### src/rtl/redund_pkg.sv
package redund_pkg;
  typedef enum logic [1:0] {
    SUP_MONITOR    = 2'd0,
    SUP_FAULT      = 2'd1,
    SUP_RECFG_WAIT = 2'd2,
    SUP_SYNC       = 2'd3
  } sup_state_e;

  typedef enum logic [1:0] {
    LOC_WAIT = 2'd0,
    LOC_LOAD = 2'd1,
    LOC_RUN  = 2'd2
  } loc_state_e;

  typedef enum logic {
    RECOV_RESET_BOTH = 1'b0,
    RECOV_RESYNC     = 1'b1
  } recov_mode_e;
endpackage

### src/rtl/offline_timer.sv
module offline_timer #(
  parameter int LIMIT = 16
) (
  input  logic clk,
  input  logic rst_n,
  input  logic count_en,
  output logic expired
);
  localparam int CW = $clog2(LIMIT + 1);
  localparam logic [CW-1:0] LIM = CW'(LIMIT);

  logic [CW-1:0] cnt;

  always_ff @(posedge clk or negedge rst_n) begin
    if (!rst_n)             cnt <= '0;
    else if (!count_en)     cnt <= '0;
    else if (cnt != LIM)    cnt <= cnt + 1'b1;
  end

  assign expired = (cnt == LIM);


  cnt_bound_chk: assert property (@(posedge clk) disable iff (!rst_n)
    cnt <= LIM);
endmodule

### src/rtl/peer_supervisor.sv
module peer_supervisor
  import redund_pkg::*;
#(
  parameter int          W       = 8,
  parameter int          TIMEOUT = 16,
  parameter recov_mode_e MODE    = RECOV_RESYNC
) (
  input  logic         clk,
  input  logic         rst_n,
  input  logic         peer_offline,
  input  logic         local_driving,
  input  logic [W-1:0] core_state,
  input  logic         tx_ready,
  output logic         reconf_req,
  output logic         tx_valid,
  output logic [W-1:0] tx_data,
  output logic         core_rst
);
  sup_state_e   st, st_nx;
  logic         sent;
  logic         timed_out;
  logic [W-1:0] snap;
  logic         xfer;

  offline_timer #(.LIMIT(TIMEOUT)) u_wd (
    .clk      (clk),
    .rst_n    (rst_n),
    .count_en (peer_offline && local_driving && (st == SUP_MONITOR)),
    .expired  (timed_out)
  );

  assign xfer = tx_valid && tx_ready;

  always_comb begin
    st_nx = st;
    unique case (st)
      SUP_MONITOR:    if (timed_out) st_nx = SUP_FAULT;
      SUP_FAULT:      st_nx = SUP_RECFG_WAIT;
      SUP_RECFG_WAIT: if (tx_ready) st_nx = SUP_SYNC;
      SUP_SYNC:       if (sent && !peer_offline) st_nx = SUP_MONITOR;
      default:        st_nx = SUP_MONITOR;
    endcase
  end

  always_ff @(posedge clk or negedge rst_n) begin
    if (!rst_n) begin
      st       <= SUP_MONITOR;
      sent     <= 1'b0;
      snap     <= '0;
      core_rst <= 1'b0;
    end else begin
      st       <= st_nx;
      core_rst <= xfer && (MODE == RECOV_RESET_BOTH);
      if (st == SUP_RECFG_WAIT && tx_ready) snap <= core_state;
      if (st_nx == SUP_MONITOR)             sent <= 1'b0;
      else if (xfer)                        sent <= 1'b1;
    end
  end

  assign reconf_req = (st == SUP_FAULT);
  assign tx_valid   = (st == SUP_SYNC) && !sent;
  assign tx_data    = snap;


  reconf_pulse_chk: assert property (@(posedge clk) disable iff (!rst_n)
    reconf_req |=> !reconf_req);

  tx_hold_chk: assert property (@(posedge clk) disable iff (!rst_n)
    (tx_valid && !tx_ready) |=> (tx_valid && $stable(tx_data)));
endmodule

### src/rtl/local_sync.sv
module local_sync
  import redund_pkg::*;
#(
  parameter int          W             = 8,
  parameter int          START_TIMEOUT = 32,
  parameter recov_mode_e MODE          = RECOV_RESYNC
) (
  input  logic         clk,
  input  logic         rst_n,
  input  logic         self_offline,
  input  logic         peer_offline,
  input  logic         rx_valid,
  input  logic [W-1:0] rx_data,
  output logic         rx_ready,
  output logic         drv_en,
  output logic         state_load_en,
  output logic [W-1:0] state_load_data
);
  loc_state_e   ls, ls_nx;
  logic         alone;
  logic [W-1:0] held;

  offline_timer #(.LIMIT(START_TIMEOUT)) u_start (
    .clk      (clk),
    .rst_n    (rst_n),
    .count_en (peer_offline && (ls == LOC_WAIT)),
    .expired  (alone)
  );

  always_comb begin
    ls_nx = ls;
    unique case (ls)
      LOC_WAIT: if (rx_valid)   ls_nx = LOC_LOAD;
                else if (alone) ls_nx = LOC_RUN;
      LOC_LOAD: ls_nx = LOC_RUN;
      LOC_RUN:  ls_nx = LOC_RUN;
      default:  ls_nx = LOC_WAIT;
    endcase
  end

  always_ff @(posedge clk or negedge rst_n) begin
    if (!rst_n) begin
      ls   <= LOC_WAIT;
      held <= '0;
    end else begin
      ls <= ls_nx;
      if (ls == LOC_WAIT && rx_valid) held <= rx_data;
    end
  end

  assign rx_ready        = (ls == LOC_WAIT);
  assign drv_en          = (ls == LOC_RUN) && !self_offline;
  assign state_load_en   = (ls == LOC_LOAD) && (MODE == RECOV_RESYNC);
  assign state_load_data = held;


  load_before_drive_chk: assert property (@(posedge clk) disable iff (!rst_n)
    (rx_valid && rx_ready) |=> !drv_en);

  ready_vs_drive_chk: assert property (@(posedge clk) disable iff (!rst_n)
    drv_en |-> !rx_ready);
endmodule

### src/rtl/redund_peer_guard.sv
module redund_peer_guard
  import redund_pkg::*;
#(
  parameter int          W             = 8,
  parameter int          TIMEOUT       = 16,
  parameter int          START_TIMEOUT = 32,
  parameter recov_mode_e MODE          = RECOV_RESYNC
) (
  input  logic         clk,
  input  logic         rst_n,
  input  logic         self_offline,
  input  logic         peer_offline,
  output logic         reconf_req,
  output logic         drv_en,
  input  logic [W-1:0] core_state,
  output logic [W-1:0] tx_data,
  output logic         tx_valid,
  input  logic         tx_ready,
  input  logic [W-1:0] rx_data,
  input  logic         rx_valid,
  output logic         rx_ready,
  output logic         state_load_en,
  output logic [W-1:0] state_load_data,
  output logic         core_rst
);
  local_sync #(.W(W), .START_TIMEOUT(START_TIMEOUT), .MODE(MODE)) u_local (
    .clk             (clk),
    .rst_n           (rst_n),
    .self_offline    (self_offline),
    .peer_offline    (peer_offline),
    .rx_valid        (rx_valid),
    .rx_data         (rx_data),
    .rx_ready        (rx_ready),
    .drv_en          (drv_en),
    .state_load_en   (state_load_en),
    .state_load_data (state_load_data)
  );

  peer_supervisor #(.W(W), .TIMEOUT(TIMEOUT), .MODE(MODE)) u_sup (
    .clk           (clk),
    .rst_n         (rst_n),
    .peer_offline  (peer_offline),
    .local_driving (drv_en),
    .core_state    (core_state),
    .tx_ready      (tx_ready),
    .reconf_req    (reconf_req),
    .tx_valid      (tx_valid),
    .tx_data       (tx_data),
    .core_rst      (core_rst)
  );


  core_rst_cause_chk: assert property (@(posedge clk) disable iff (!rst_n)
    core_rst |-> $past(tx_valid && tx_ready));
endmodule

### config.mk
export PLATFORM = sky130hd
export DESIGN_NAME = redund_peer_guard
export DESIGN_NICKNAME = d
export VERILOG_FILES = /design/src/rtl/redund_pkg.sv /design/src/rtl/offline_timer.sv /design/src/rtl/peer_supervisor.sv /design/src/rtl/local_sync.sv /design/src/rtl/redund_peer_guard.sv
export SDC_FILE = /design/constraint.sdc
export NUM_CORES = 1
export LEC_CHECK = 0
export BUFFER_PORTS_ARGS = -buffer_cell sky130_fd_sc_hd__buf_2
export CAP_MARGIN = 40
export CORE_ASPECT_RATIO = 1.25
export CORE_MARGIN = 4
export CORE_UTILIZATION = 45
export CTS_CLUSTER_DIAMETER = 40
export DETAILED_ROUTE_END_ITERATION = 10
export PLACE_DENSITY = 0.7
export SLEW_MARGIN = 20
export SYNTH_ARGS = -nofsm -noshare
export SYNTH_HDL_FRONTEND = slang
export SYNTH_HIERARCHICAL = 1
export SYNTH_SLANG_ARGS = --single-unit
export TNS_END_PERCENT = 30
### constraint.sdc
create_clock -name clk -period 1.9 [get_ports clk]
set_input_delay 0.19 -clock clk [delete_from_list [all_inputs] [get_ports clk]]
set_output_delay 0.19 -clock clk [all_outputs]
set_load 0.05 [all_outputs]
==> impl_metrics.yaml <==
run_status:
  status: "finished, final reports clean"
synth:
  synth_seq_cells: 32
  synth_warnings: 6
  syn_area_sq_um: 1580
  synth_area_leader_cell: "dfrtp_1"
  synthTopCellsByArea: "dfrtp_1 (51%), mux2_2 (11%), ha_1 (6.3%), mux2i_1 (4.4%), nand2_1 (3.1%)"
  ys_types: 33
  syn_inst: 132
  yosys.area.top_type_share_pct: 50.6
  syn_nets: 162
  syn_area_per_cell_sq_um: 12.0
  ys_seq_area_share_pct: 50.6
place:
  gp_congestion: 0.731
  dp_hpwl_mm: 2.38
  io_buffers: 42
worst_setup_path:
  crit_buf_inv: 1
  crit_fanout: 6
  crit_chain: "inv_1 > ha_1 > nand2_1 > nor4_4 > and4bb_2 > a311o_1"
  crit_slowest_cell: "dfrtp_1"
  critPathTopFamily: "simple AND/OR/NAND/NOR gates"
  cp.depth: 6
  end_kind: "flip-flop"
  cpPeakStageDelay_ns: 0.42
  required_ns: 2.05
  worstSetupPathType: "reg -> reg"
  worstSetupStartpointType: "flip-flop"
  cp.arrival_ns: 1.86
  reg2regPathDepth: 6
global_route:
  grt_use_met1_pct: 16.4
  grt_max_degree: 33
  grt_most_used_layer: "met2"
  track_usage_pct: 15.1
  grt_pass1_vias: 1172
  grtUsageMet2_pct: 27.6
  grt_pass1_wl_mm: 5.18
  gr-usage-met3_pct: 3.65
  grt_overflow: 0
  antenna_found_initial: 0
power_and_ir_drop:
  p_seq_share_pct: 33.3
  clkPwrFrac_pct: 15.7
  intPower_mw: 1.73
  p_sw_mw: 1.58
  ir_worst_vdd_mv: 1.45
  power.density_nw_per_um2: 1710
  p_leak_nw: 0.926
  sw_frac_of_total_pct: 47.6
  combPwrFrac_pct: 51.0
cts:
  htree_levels: 2
  cts.clk_slew.worst_paths_ns: 0.06
  cts-resized-gates: 0
  clk_latency_ns: 0.27
  cts_sinks: 32
  root_buffer: "clkbuf_8"
  cts_buffer_depth: 2
  numCtsBuffers: 5
  cts_tree: "built"
routing:
  wirelength_mm: 3.09
  drt_iter0_drc: 33
  wl_per_cell_microns: 14.2
  dr.pass1.iters: 4
  drt_drc_violations_left: 0
  ant_nets: 0
  routed_via_density: 5.12
  routed-via-count: 1116
timing:
  fin_skew_ns: 0.00398
  setup_viol: 0
  worst_pin_slew_ns: 0.699
  maxSlewViolCount: 0
  slew_headroom_pct: 53.4
  finalHoldViolations: 0
  period_share_pct: 90.0
  fin_crit_ns: 1.71
  fin_hold_ws_ns: 0.146
  rsz0062_at_grt: "false"
  fmax_mhz: 585
hold_path:
  hold_path_class: "in -> reg"
  holdPathStages: 2
floorplan:
  die_h_microns: 74.3
  core-area_sq_um: 3310
  io_pins: 44
  rows: 23
  die_area_sq_um: 4540
  start_util_pct: 47.9
  die_w_microns: 61.1
finish:
  fin_util_pct: 58.3
  drive_gt1_share_pct: 39.8
  diodes: 0
  layout_commonest_cell: "buf_2"
  layout.nets: 210
  synthToLayoutAreaGrowth_pct: 21.9
  layout_common_cells: "buf_2 (42), dfrtp_1 (32), mux2_2 (16), nand2_1 (13)"
run:
  maxCapViolations: 0
## synth_stat cells
| master | instances |
|---|---|
| a211oi_1 | 1 |
| a21oi_1 | 1 |
| a311o_1 | 1 |
| and2_1 | 3 |
| and3_1 | 1 |
| and4b_1 | 1 |
| and4bb_1 | 1 |
| and4bb_2 | 1 |
| buf_4 | 3 |
| clkbuf_2 | 1 |
| conb_1 | 1 |
| dfrtp_1 | 32 |
| ha_1 | 8 |
| inv_1 | 8 |
| mux2_2 | 16 |
| mux2i_1 | 7 |
| nand2_1 | 13 |
| nand2_2 | 1 |
| nand2b_1 | 4 |
| nand3_1 | 3 |
| nand3_2 | 1 |
| nand3b_1 | 2 |
| nand3b_4 | 1 |
| nor2_1 | 5 |
| nor2b_1 | 3 |
| nor3b_1 | 2 |
| nor4_4 | 1 |
| nor4bb_1 | 1 |
| o21a_1 | 1 |
| o21ai_0 | 3 |
| o22ai_1 | 1 |
| or4b_1 | 1 |
| xnor2_1 | 3 |
## layout make-up
type	count	area, sq um
well taps	37	46.3
multi-input cells	88	728
inverters	8	30.0
flip-flops and latches	32	801
clock buffers	8	90.1
fillers	286	1380
repair buffers	45	235
## layer usage
metal	vias to the layer above	part of all wire (%)
li1	541	-
met1	553	38
met2	20	57
met3	2	4.1
met4	0	0.55
met5	-	0
## registers in the layout, summed over array words and instances (netlist names)
signal and count:
u_sup/sent 1, u_local/ls 2, u_sup/tx_data 8, u_sup/u_wd/cnt 5, u_local/u_start/cnt 6, u_local/state_load_data 8
u_sup/st 2
## per-stage QoR
step	total power, mW	TNS, ns	instance area (sq um)	setup slack, ns	cells
2_1_floorplan	2.43	-0.0581	1590	-0.0581	132
3_3_place_gp	2.75	0	1830	0.299	209
3_5_place_dp	2.82	0	1830	0.188	209
4_1_cts	3.35	0	1930	0.182	218
5_1_grt	3.49	0	1930	0.0978	218
6_report	3.31	0	1930	0.189	218
## worst register-to-register path, stage by stage (launching register included)
cell and delay [ns]:
dfrtp_1 0.42, inv_1 0.10, ha_1 0.15, nand2_1 0.08
nor4_4 0.30, and4bb_2 0.27, a311o_1 0.27
## logic make-up after synthesis
family / share of synthesized area [%]
AO/OA/AOI/OAI: 3.24
other: 0.237
AND/OR/NAND/NOR: 18.6
multiplexers: 15.8
buffers and inverters: 3.63
XOR/XNOR: 1.66
flip-flops: 50.6
adder cells (fa/ha/maj): 6.32
## what timing repair did
item,4_1_cts,5_1_grt
hold buffers,1,0
endpoints found under the hold margin,32,0
setup buffers,0,0
## final timing paths
| kind | from | end | slack, ns |
|---|---|---|---|
| min in group asynchronous | rst_n | u_sup/tx_data[7] | 0.50 |
| max in group asynchronous | rst_n | u_sup/u_wd/cnt[0] | 0.95 |
| min | core_state[5] | u_sup/tx_data[5] | 0.15 |
| min reg2reg | u_sup/tx_data[6] | u_sup/tx_data[6] | 0.50 |
| max reg2reg | u_local/u_start/cnt[0] | u_local/ls[1] | 0.19 |
| max | u_local/u_start/cnt[0] | u_local/ls[1] | 0.19 |
## power by group through the flow
stage	Sequential (mW)	Combinational (mW)	Clock (mW)
floorplan	1.69	0.738	0
CTS	1.10	1.71	0.541
detailed placement	1.11	1.70	0
global route	1.13	1.80	0.566
finish	1.10	1.69	0.518
global placement	1.09	1.67	0
Power figures use the tool's default switching activity.
